[src/rtl/hs_gcd_pkg.sv]
package hs_gcd_pkg;
   typedef enum logic {
      ST_WAIT = 1'b0,
      ST_CALC = 1'b1
   } gcd_state_t;
endpackage

[src/rtl/hs_gcd_step.sv]
// One subtraction step: compares the two working values and returns the
// values after subtracting the smaller from the larger.
module hs_gcd_step #(
   parameter int WIDTH        = 16,
   parameter bit LT_BY_BORROW = 1'b1
) (
   input  logic [WIDTH-1:0] x_in,
   input  logic [WIDTH-1:0] y_in,
   output logic             x_lt_y,
   output logic [WIDTH-1:0] x_out,
   output logic [WIDTH-1:0] y_out
);
   localparam int EXT_W = WIDTH + 1;

   logic [EXT_W-1:0] diff_xy;
   logic [WIDTH-1:0] diff_yx;

   assign diff_xy = {1'b0, x_in} - {1'b0, y_in};
   assign diff_yx = y_in - x_in;

   generate
      if (LT_BY_BORROW) begin : g_borrow
         assign x_lt_y = diff_xy[EXT_W-1];
      end else begin : g_compare
         assign x_lt_y = (x_in < y_in);
      end
   endgenerate

   always_comb begin
      if (x_lt_y) begin
         x_out = x_in;
         y_out = diff_yx;
      end else begin
         x_out = diff_xy[WIDTH-1:0];
         y_out = y_in;
      end
   end
endmodule

[src/rtl/hs_gcd_ctrl.sv]
// Two-state handshake controller: waiting (f high) and computing.
module hs_gcd_ctrl
   import hs_gcd_pkg::*;
(
   input  logic clk,
   input  logic rst,
   input  logic req,
   input  logic zero_hit,
   output logic accept,
   output logic running,
   output logic f
);
   gcd_state_t state_q, state_d;

   assign f       = (state_q == ST_WAIT);
   assign running = (state_q == ST_CALC);
   assign accept  = f && req;

   always_comb begin
      state_d = state_q;
      unique case (state_q)
         ST_WAIT: if (req)      state_d = ST_CALC;
         ST_CALC: if (zero_hit) state_d = ST_WAIT;
         default:               state_d = ST_WAIT;
      endcase
   end

   always_ff @(posedge clk) begin
      if (rst) state_q <= ST_WAIT;
      else     state_q <= state_d;
   end

   AST_F_DROPS_AFTER_ACCEPT: assert property (@(posedge clk) disable iff (rst)
      (f && req) |=> !f);

   AST_IDLE_STAYS_IDLE: assert property (@(posedge clk) disable iff (rst)
      (f && !req) |=> f);

   AST_NO_EXIT_BEFORE_ZERO: assert property (@(posedge clk) disable iff (rst)
      (running && !zero_hit) |=> !f);
endmodule

[src/rtl/hs_gcd_datapath.sv]
// Working registers, step logic, exit test and result register.
module hs_gcd_datapath #(
   parameter int WIDTH        = 16,
   parameter bit LT_BY_BORROW = 1'b1
) (
   input  logic             clk,
   input  logic             rst,
   input  logic             accept,
   input  logic             running,
   input  logic [WIDTH-1:0] opnd_a,
   input  logic [WIDTH-1:0] opnd_b,
   output logic             zero_hit,
   output logic [WIDTH-1:0] result
);
   localparam int SUM_W = WIDTH + 1;

   logic [WIDTH-1:0] r1_q, r2_q;
   logic [WIDTH-1:0] r1_nx, r2_nx;
   logic [WIDTH-1:0] res_q;
   logic             r1_lt_r2;
   logic             r1_zero;
   logic             finish;
   logic [SUM_W-1:0] reg_sum;

   hs_gcd_step #(
      .WIDTH        (WIDTH),
      .LT_BY_BORROW (LT_BY_BORROW)
   ) u_step (
      .x_in   (r1_q),
      .y_in   (r2_q),
      .x_lt_y (r1_lt_r2),
      .x_out  (r1_nx),
      .y_out  (r2_nx)
   );

   assign r1_zero  = (r1_q == '0);
   assign zero_hit = r1_zero || (r2_q == '0);
   assign finish   = running && zero_hit;
   assign reg_sum  = {1'b0, r1_q} + {1'b0, r2_q};
   assign result   = res_q;

   always_ff @(posedge clk) begin
      if (rst) begin
         r1_q <= '0;
         r2_q <= '0;
      end else if (accept) begin
         r1_q <= opnd_a;
         r2_q <= opnd_b;
      end else if (running && !zero_hit) begin
         r1_q <= r1_nx;
         r2_q <= r2_nx;
      end
   end

   always_ff @(posedge clk) begin
      if (rst)         res_q <= '0;
      else if (finish) res_q <= r1_zero ? r2_q : r1_q;
   end

   AST_LOAD_BOTH: assert property (@(posedge clk) disable iff (rst)
      accept |=> (r1_q == $past(opnd_a)) && (r2_q == $past(opnd_b)));

   AST_STEP_SHRINKS: assert property (@(posedge clk) disable iff (rst)
      (running && !zero_hit) |=> (reg_sum < $past(reg_sum)));

   AST_ONE_REG_MOVES: assert property (@(posedge clk) disable iff (rst)
      (running && !zero_hit) |=> ($stable(r1_q) != $stable(r2_q)));

   AST_RESULT_ONLY_ON_FINISH: assert property (@(posedge clk) disable iff (rst)
      !finish |=> $stable(res_q));
endmodule

[src/rtl/hs_gcd_unit.sv]
// Top level: handshake-wrapped subtractive GCD.
module hs_gcd_unit #(
   parameter int WIDTH        = 16,
   parameter bit LT_BY_BORROW = 1'b1
) (
   input  logic             clk,
   input  logic             rst,
   input  logic             req,
   input  logic [WIDTH-1:0] opnd_a,
   input  logic [WIDTH-1:0] opnd_b,
   output logic             f,
   output logic [WIDTH-1:0] result
);
   generate
      if (WIDTH < 2) begin : g_bad_width
         $error("hs_gcd_unit: WIDTH must be at least 2");
      end
   endgenerate

   logic accept;
   logic running;
   logic zero_hit;

   hs_gcd_ctrl u_ctrl (
      .clk      (clk),
      .rst      (rst),
      .req      (req),
      .zero_hit (zero_hit),
      .accept   (accept),
      .running  (running),
      .f        (f)
   );

   hs_gcd_datapath #(
      .WIDTH        (WIDTH),
      .LT_BY_BORROW (LT_BY_BORROW)
   ) u_dp (
      .clk      (clk),
      .rst      (rst),
      .accept   (accept),
      .running  (running),
      .opnd_a   (opnd_a),
      .opnd_b   (opnd_b),
      .zero_hit (zero_hit),
      .result   (result)
   );

   AST_BUSY_IGNORES_REQ: assert property (@(posedge clk) disable iff (rst)
      (!f && !zero_hit) |=> !f);

   AST_RESULT_HELD_IDLE: assert property (@(posedge clk) disable iff (rst)
      (f && !req) |=> $stable(result));
endmodule

[config.mk]
export PLATFORM = sky130hd
export DESIGN_NAME = hs_gcd_unit
export DESIGN_NICKNAME = d
export VERILOG_FILES = /design/src/rtl/hs_gcd_pkg.sv /design/src/rtl/hs_gcd_step.sv /design/src/rtl/hs_gcd_ctrl.sv /design/src/rtl/hs_gcd_datapath.sv /design/src/rtl/hs_gcd_unit.sv
export SDC_FILE = /design/constraint.sdc
export NUM_CORES = 1
export LEC_CHECK = 0
export ABC_CLOCK_PERIOD_IN_PS = 2900
export CAP_MARGIN = 20
export CORE_MARGIN = 2
export CORE_UTILIZATION = 30
export CTS_CLUSTER_DIAMETER = 40
export DETAILED_ROUTE_END_ITERATION = 16
export DONT_BUFFER_PORTS = 1
export PLACE_DENSITY = 0.46
export SLEW_MARGIN = 30
export SYNTH_ARGS = -nofsm -noshare
export SYNTH_HDL_FRONTEND = slang
export SYNTH_SLANG_ARGS = --single-unit
[constraint.sdc]
create_clock -name clk -period 2.9 [get_ports clk]
set_input_delay 0.29 -clock clk [delete_from_list [all_inputs] [get_ports clk]]
set_output_delay 0.29 -clock clk [all_outputs]
set_load 0.02 [all_outputs]
==> results of run 1 <==
cells by family (layout without fill, tap and decap cells):
group / Yosys count / after routing / share of synthesized area
DFF: 49 / 49 / 0.254
and+or+nand+nor: 147 / 147 / 0.187
buffers and inverters: 71 / 67 / 0.0983
adders and majority gates: 33 / 33 / 0.111
xor gates and xnor gates: 17 / 17 / 0.0386
muxes: 3 / 3 / 0.00779
AOI/OAI and AO/OA: 186 / 186 / 0.303
flip-flops by register name, indices dropped and copies added (netlist names):
signal and flops:
u_ctrl.running 1, u_dp.result 16, u_dp.r1_q 16, u_dp.r2_q 16
layer usage:
metal | routed length [µm] | global-route usage | vias up
met1 | 5670 | 0.233 | 1631
li1 | - | - | 1796
met5 | 0 | 0 | -
met4 | 343 | 0.0723 | 0
met2 | 5870 | 0.298 | 82
met3 | 592 | 0.0350 | 19
path summary, 6_finish.rpt:
kind / depth (start not counted) / slack, ns / end / start
worst max-delay path: 11 / 0.22 / u_dp.r1_q[7] / u_dp.r1_q[0]
worst min-delay path: 1 / 0.04 / u_dp.r2_q[1] / rst
worst max register to register: 11 / 0.22 / u_dp.r1_q[7] / u_dp.r1_q[0]
worst min register to register: 2 / 0.53 / u_dp.r2_q[15] / u_dp.r2_q[15]
per-stage QoR:
step           power, µW  hold WS (ns)  area (µm²)   util
2_1_floorplan       2670         0.426        3860      -
3_3_place_gp        3200         0.358        4000  0.318
3_5_place_dp        3190         0.358        4000  0.318
4_1_cts             3840        0.0234        4150  0.331
5_1_grt             4140        0.0224        4170  0.332
6_report            3840        0.0375        4170  0.332
synth_stat cells (all sizes together) (4+ instances only):
cell	instances	area [µm²]
a21oi	74	389
nor2	51	191
dfxtp	49	981
o21ai	45	225
inv	37	139
ha	31	388
nand2	30	115
a211oi	22	170
clkbuf	17	93.8
buf	16	128
nand3	11	55.1
nor4	10	62.6
a31oi	9	56.3
nor3	9	45.0
xor2	9	78.8
xnor2	8	70.1
nand2b	7	46.3
o21a	7	52.6
and3	5	32.5
nor2b	5	31.3
o211ai	5	42.5
o31ai	5	56.3
a21o	4	30.0
and2	4	26.3
nand4	4	25.0
or3	4	30.0
cells in the final DEF (no fill, tap or decap), drive strengths merged, types with 2 or more instances in the layout:
cell,count
a21oi,74
nor2,51
dfxtp,49
o21ai,45
inv,38
ha,31
nand2,30
a211oi,22
buf,22
nand3,11
nor4,10
xor2,9
a31oi,9
nor3,9
xnor2,8
o21a,7
nand2b,7
clkbuf,5
nor2b,5
and3,5
o211ai,5
o31ai,5
nand4,4
a21o,4
and2,4
or3,4
o21bai,3
mux2i,3
and4,2
o31a,2
a41oi,2
fa,2
clkinvlp,2
o2111ai,2
timing repair:
action / in CTS / in global routing
hold buffers: 0 / 0
resized for setup: 0 / 3
endpoints found under the setup margin: 0 / 7
hold endpoints to repair: 0 / 0
final cells by class:
type / count / area (µm²) / share of cell area
inverters: 37 / 139 / 0.0333
flip-flops and latches: 49 / 981 / 0.235
multi-input cells: 386 / 2510 / 0.603
clock buffers: 5 / 125 / 0.0300
well taps: 172 / 215 / 0.0516
repair buffers: 22 / 169 / 0.0405
clock inverters: 3 / 26.3 / 0.00630
power breakdown:
part | total, µW | switching [µW] | internal, µW
combinational | 2260 | 1360 | 903
sequential | 939 | 156 | 783
clock | 638 | 311 | 327
total | 3840 | 1830 | 2010
==> flow_metrics.tcl, run 1 <==
set metrics [dict create \
    antenna_left 0 \
    drt-total-wl_um 12500 \
    dr.first_iter.drc_count 247 \
    fin_worst_skew_ns 0.00840 \
    vias 3528 \
    max_clock_freq_mhz 373 \
    drc 0 \
    ys_async_sr_fraction 0 \
    syn-cell-area_um2 3860 \
    htreeDepth 2 \
    ys_dominant_reg_cell "dfxtp_1" \
    crit_arrival_ns 2.89 \
    irDropWorstVdd_mv 0.270 \
    outcome "finished, final reports clean" \
    grt_max_degree 35 \
    initial_utilization 0.307 \
    antenna_found_initial 0 \
    viasPerCell 5.23 \
    cp_top_family "compound AO/OA/AOI/OAI gates" \
    chipWidth_um 117 \
    synth_cell_types 61 \
    max_slew.worst_pin.slew_ns 0.658 \
    port_buffers 0 \
    worstPathMaxFanout 20 \
    post_cts_buffers 0 \
    synth_area_per_cell_um2 7.62 \
    setup_viol 0 \
    fp.dieArea_um2 13800 \
    drv_cap 0 \
    drive_gt1_frac 0.0976 \
    cts.sinks 49 \
    critical-path-slowest-cell "dfxtp_1" \
    layout.nets 569 \
    grt.overflow.total 0 \
    fin_cells 674 \
    grt_util_all_layers 0.181 \
    syn_inst 506 \
    clk_pin_slew_worst_paths_ns 0.08 \
    grt_pass1_wl_um 19500 \
    drt_pass1_iterations 4 \
    cp_num_buf_inv 2 \
    crit_path_max_incr_delay_ns 0.41 \
    rsz0062_at_grt "no" \
    grt_pass1_vias 3446 \
    clk_latency_ns 0.32 \
    cts_tree "built" \
    fin_crit_ns 2.68 \
    critPathMostFrequentCell "nor2_1" \
    nFillCells 1368 \
    required_ns 3.10 \
    critPathKind "reg2reg" \
    worst_slack_ns 0.216 \
    placedCellCount 666 \
    synth_edf_count 0 \
    setup_tns_ns 0 \
    cp-end-kind "flop" \
    gp_congestion 0.889 \
    core_um2 12600 \
    fp-row-count 41 \
    dp_hpwl_um 9800 \
    ios 52 \
    p_leak_uw 0.00156 \
    slew_violations 0 \
    die_h_um 117 \
    post-place-ws_ns 0.142 \
    clockBufferDepth 2 \
    cts-root-buf "clkbuf_16" \
    hold_viol_final 0 \
    worstPathCellList "inv_1 -> ha_1 -> fa_1 -> nand2b_2 -> a211oi_4 -> o2111ai_4 -> a21oi_2 -> buf_6 -> nor2_1 -> a211oi_1 -> nor2_1" \
    n_antenna_cell 0 \
    synth_seq_area_share 0.254 \
    final.period_utilization 0.926 \
    numCtsBuffers 5 \
    wl_per_cell_um 18.5 \
    synth_warnings 0 \
    synth_nets 574 \
    cp-start-kind "flop" \
    p_per_area_nw_per_um2 921 \
    ys_ff_latch 49 \
    hp-class "in2reg" \
    max_slew_margin 0.559 \
    area_growth_pct 8.14 \
]
Power figures use the tool's default switching activity.
==> run 2, diff against run 1 <==
- BUFFER_PORTS_ARGS: default -> -buffer_cell sky130_fd_sc_hd__clkbuf_2
- DONT_BUFFER_PORTS: 1 -> default
- PLACE_DENSITY: 0.46 -> 0.49
==> run 2 against run 1 <==
  * Hold slack better by 0.18 ns
  * Register-to-register slack hardly changed
  * Non-clock buffer count is 54 higher
  * Final area is 6.9% higher
  * Die area stayed put
  * Sequential share of layout area is 1.5 points lower
  * Clock skew is 0.0035 ns lower
  * Clock power is 2% lower
  * Wire length is 0.88% higher
  * Power is 2.1% higher
==> flow_metrics.tcl, run 2 (synthesis gave the netlist of run 1 again) <==
set metrics [dict create \
    gp_congestion 0.917 \
    setup_tns_ns 0 \
    drt_pass1_iterations 7 \
    numCtsBuffers 5 \
    dp_hpwl_um 9810 \
    crit_path_max_incr_delay_ns 0.41 \
    fin_worst_skew_ns 0.00491 \
    antenna_found_initial 0 \
    clk_pin_slew_worst_paths_ns 0.07 \
    worstPathMaxFanout 9 \
    fin_util 0.355 \
    clk_latency_ns 0.30 \
    max_clock_freq_mhz 373 \
    crit_arrival_ns 2.91 \
    wl_per_cell_um 17.3 \
    htreeDepth 2 \
    cts.sinks 49 \
    met3WireLength_um 624 \
    worstPathCellList "inv_1 -> ha_1 -> fa_1 -> nand2b_2 -> a211oi_4 -> o2111ai_4 -> and3_1 -> buf_4 -> nand2_1 -> o211ai_1 -> a21oi_1" \
    fp-row-count 41 \
    holdWs_ns 0.214 \
    hp-class "in2reg" \
    critical-path-slowest-cell "dfxtp_1" \
    wl_met2_um 5980 \
    drc 0 \
    hold_buffers 0 \
    area_growth_pct 15.6 \
    grt_pass1_vias 3756 \
    drive_gt1_frac 0.182 \
    fin_cells 728 \
    antenna_left 0 \
    fin_crit_ns 2.68 \
    initial_utilization 0.307 \
    fp.dieArea_um2 13800 \
    grt_util_all_layers 0.185 \
    vias 3823 \
    cts_tree "built" \
    setup_viol 0 \
    rsz0062_at_grt "no" \
    p_per_area_nw_per_um2 880 \
    final.period_utilization 0.924 \
    drt-total-wl_um 12600 \
    die_h_um 117 \
    outcome "finished, final reports clean" \
    cp_top_family "compound AO/OA/AOI/OAI gates" \
    p_leak_uw 0.00181 \
    ios 52 \
    chipWidth_um 117 \
    core_um2 12600 \
    grt_pass1_wl_um 20200 \
    cp-end-kind "flop" \
    cp-start-kind "flop" \
    power_uw 3920 \
    required_ns 3.14 \
    critPathKind "reg2reg" \
    clockBufferDepth 2 \
    max_slew.worst_pin.slew_ns 0.728 \
    grt_max_degree 34 \
    n_antenna_cell 0 \
    mostFrequentLayoutCells "70 x a21oi_1, 51 x nor2_1, 51 x clkbuf_2" \
    dr.first_iter.drc_count 244 \
    port_buffers 51 \
    highest_layer "met4" \
    hold_viol_final 0 \
    layout.nets 623 \
    slew_violations 0 \
    final_common_cell "a21oi_1" \
    viasPerCell 5.25 \
    max_slew_margin 0.514 \
    grt.overflow.total 0 \
    irDropWorstVdd_mv 0.277 \
    drv_cap 0 \
    wl_met1_um 5680 \
    cp_num_buf_inv 2 \
    cts-root-buf "clkbuf_16" \
    placedCellCount 720 \
]
-- run 2: cell type report --
type | instances | area [µm²]
clock buffers | 6 | 139
clock inverters | 2 | 13.8
repair buffers | 76 | 455
flip-flops and latches | 49 | 981
inverters | 37 | 139
multi-input cells | 386 | 2510
fillers | 1354 | 8110
well taps | 172 | 215
-- run 2: timing repair --
action	CTS	global route
setup endpoints to repair	0	6
gates resized for setup	0	2
setup buffers	0	0
-- run 2: path summary, 6_finish.rpt --
path                        from             end  cells after the start  slack (ns)
setup / recovery    u_dp.r1_q[0]    u_dp.r2_q[0]                     11        0.22
hold reg to reg   u_dp.result[1]  u_dp.result[1]                      2        0.50
setup reg to reg    u_dp.r1_q[0]    u_dp.r2_q[0]                     11        0.22
hold / removal         opnd_a[1]    u_dp.r1_q[1]                      3        0.21
-- run 2: metal layers --
layer,global-route usage,vias to the layer above
li1,-,1896
met1,0.239,1803
met2,0.311,106
met3,0.0360,18
met4,0.0542,0
met5,0,-
-- run 2: worst reg2reg max path, cell delays in order, from the launching register on --
cell and delay [ns]:
dfxtp_1 0.41, inv_1 0.06, ha_1 0.21, fa_1 0.39
nand2b_2 0.23, a211oi_4 0.30, o2111ai_4 0.20, and3_1 0.29
buf_4 0.20, nand2_1 0.08, o211ai_1 0.08, a21oi_1 0.17
-- run 2: where the power goes --
part / internal [µW] / switching (µW)
logic: 957 / 1410
registers: 784 / 144
clock network: 344 / 283
-- run 2: stage by stage --
step / setup WS (ns) / instance area [µm²]
floorplan: 0.474 / 3860
global placement: 0.286 / 4290
detailed placement: 0.195 / 4290
CTS: 0.176 / 4440
global route: 0.00516 / 4460
finish: 0.221 / 4460
==> run 3, diff against run 2 <==
- PLACE_DENSITY: 0.49 -> 0.46
==> run 3 against run 2 <==
  * Sequential share of layout area rose by 0.31 points
  * Critical path depth did not move
  * Non-clock buffer count fell by 6
  * Count of clock-buffer cells in the layout fell by 1
  * Die area did not move
  * Global-route usage rose by 0.18 points
  * Final cell count fell by 0.82%
  * Power fell by 1.7%
  * Final area fell by 1.4%
  * Flip-flop and latch count did not move
  * Setup slack improved by 0.021 ns
  * Critical path type unchanged
==> flow_metrics.tcl, run 3 (synthesis gave the netlist of run 1 again) <==
set metrics [dict create \
    p_sw_frac 0.474 \
    setup_tns_ns 0 \
    area_growth_pct 14.0 \
    clk_pin_slew_worst_paths_ns 0.07 \
    dp_hpwl_um 9740 \
    layout.nets 617 \
    fp.dieArea_um2 13800 \
    irDropWorstVdd_mv 0.303 \
    gp_congestion 0.871 \
    hold_path_depth 3 \
    die_h_um 117 \
    r2r_start "u_dp.r1_q[0]" \
    critical-path-slowest-cell "dfxtp_1" \
    nFillCells 1362 \
    net-switching-power_uw 1830 \
    p_per_area_nw_per_um2 877 \
    mostFrequentLayoutCells "70 x a21oi_1, 51 x nor2_1, 51 x clkbuf_2" \
    grt_pass1_wl_um 20400 \
    r2r_cells 11 \
    grt_pass1_vias 3785 \
    n_antenna_cell 0 \
    worstPathMaxFanout 11 \
    slew_violations 0 \
    cp_top_family "compound AO/OA/AOI/OAI gates" \
    clockBufferDepth 2 \
    worstPathCellList "inv_1 -> ha_1 -> fa_1 -> nand2b_2 -> a211oi_4 -> o2111ai_4 -> a21oi_2 -> buf_4 -> nor2_1 -> a211oi_1 -> nor3_1" \
    hold_end "u_dp.r2_q[0]" \
    max_slew_margin 0.443 \
    fin_crit_ns 2.66 \
    max_slew.worst_pin.slew_ns 0.834 \
    share_comb_of_total_power 0.598 \
    cp-end-kind "flop" \
    clockPowerShare 0.163 \
    antenna_left 0 \
    clk_latency_ns 0.31 \
    max_clock_freq_mhz 376 \
    ios 52 \
    required_ns 3.09 \
    cp-start-kind "flop" \
    numCtsBuffers 5 \
    final_area_um2 4400 \
    drt-total-wl_um 12600 \
    fin_worst_skew_ns 0.00636 \
    dr.first_iter.drc_count 244 \
    rsz0062_at_grt "no" \
    grt.overflow.total 0 \
    crit_path_max_incr_delay_ns 0.41 \
    grt_max_degree 50 \
    power.internal_uw 2030 \
    seqPwrFrac 0.239 \
    crit_arrival_ns 2.84 \
    post_dp_cell_area_um2 4230 \
    cts.sinks 49 \
    rr_endpoint "u_dp.r1_q[10]" \
    chipWidth_um 117 \
    grt_util_all_layers 0.186 \
    final_common_cell "a21oi_1" \
    cp_num_buf_inv 2 \
    post_cts_buffers 0 \
    core_um2 12600 \
    power_uw 3860 \
    vias 3801 \
    cts-root-buf "clkbuf_16" \
    drt_pass1_iterations 4 \
    post-place-ws_ns 0.151 \
    cts_tree "built" \
    htreeDepth 2 \
    ff2ff_setup_slack_ns 0.24 \
    multi_input_area_um2 2510 \
    outcome "finished, final reports clean" \
    drive_gt1_frac 0.175 \
    drc 0 \
    fp-row-count 41 \
    hold_start "opnd_b[0]" \
    hold_viol_final 0 \
    wl_per_cell_um 17.5 \
    port_buffers 51 \
    final.period_utilization 0.916 \
    hold_buffers 0 \
    viasPerCell 5.26 \
    antenna_found_initial 0 \
    drv_cap 0 \
    critPathKind "reg2reg" \
    initial_utilization 0.307 \
    worst_slack_ns 0.242 \
    seq_area_um2 981 \
    fin_util 0.350 \
    setup_viol 0 \
    hp-class "in2reg" \
    p_leak_uw 0.00177 \
]
-- run 3: worst reg2reg max path, cell delays in order (launching register included) --
cell and delay (ns):
dfxtp_1 0.41, inv_1 0.07, ha_1 0.21, fa_1 0.38
nand2b_2 0.23, a211oi_4 0.29, o2111ai_4 0.19, a21oi_2 0.21
buf_4 0.20, nor2_1 0.06, a211oi_1 0.23, nor3_1 0.06
-- run 3: how the worst max path moves through the flow --
stage | start | endpoint | depth (start not counted)
after global routing | u_dp.r1_q[0] | u_dp.r1_q[7] | 11
after detailed placement | u_dp.r1_q[0] | u_dp.r1_q[7] | 11
after global placement | u_dp.r2_q[7] | u_dp.r2_q[12] | 9
after floorplan | u_dp.r1_q[0] | u_dp.r2_q[0] | 11
final | u_dp.r1_q[0] | u_dp.r1_q[10] | 11
after CTS | u_dp.r1_q[0] | u_dp.r1_q[7] | 11
-- run 3: power groups by stage --
stage | registers, µW | logic [µW] | clock network (µW)
6_report | 921 | 2310 | 627
5_1_grt | 935 | 2570 | 665
4_1_cts | 920 | 2290 | 642
3_5_place_dp | 935 | 2270 | 0
3_3_place_gp | 933 | 2280 | 0
2_1_floorplan | 913 | 1750 | 0
-- run 3: final cells by class --
| type | instances | area share |
|---|---|---|
| inverter | 37 | 0.0316 |
| tap | 172 | 0.0490 |
| timing repair buffer | 70 | 0.0914 |
| clock buffer | 5 | 0.0285 |
| clock inverter | 3 | 0.00484 |
| sequential | 49 | 0.223 |
| multi-input combinational | 386 | 0.572 |
-- run 3: timing repair --
action / CTS / global route
endpoints found under the hold margin: 0 / 0
gates resized for setup: 0 / 3
setup endpoints to repair: 0 / 4
-- run 3: per-layer routing --
| metal | GRT usage | routed length (µm) |
|---|---|---|
| met1 | 0.242 | 5840 |
| met2 | 0.311 | 5900 |
| met3 | 0.0287 | 528 |
| met4 | 0.0715 | 370 |
| met5 | 0 | 0 |
-- run 3: metrics by stage --
stage	hold WS, ns	instances
2_1_floorplan	0.426	506
3_3_place_gp	0.491	714
3_5_place_dp	0.492	714
4_1_cts	0.208	722
5_1_grt	0.216	722
6_report	0.215	722
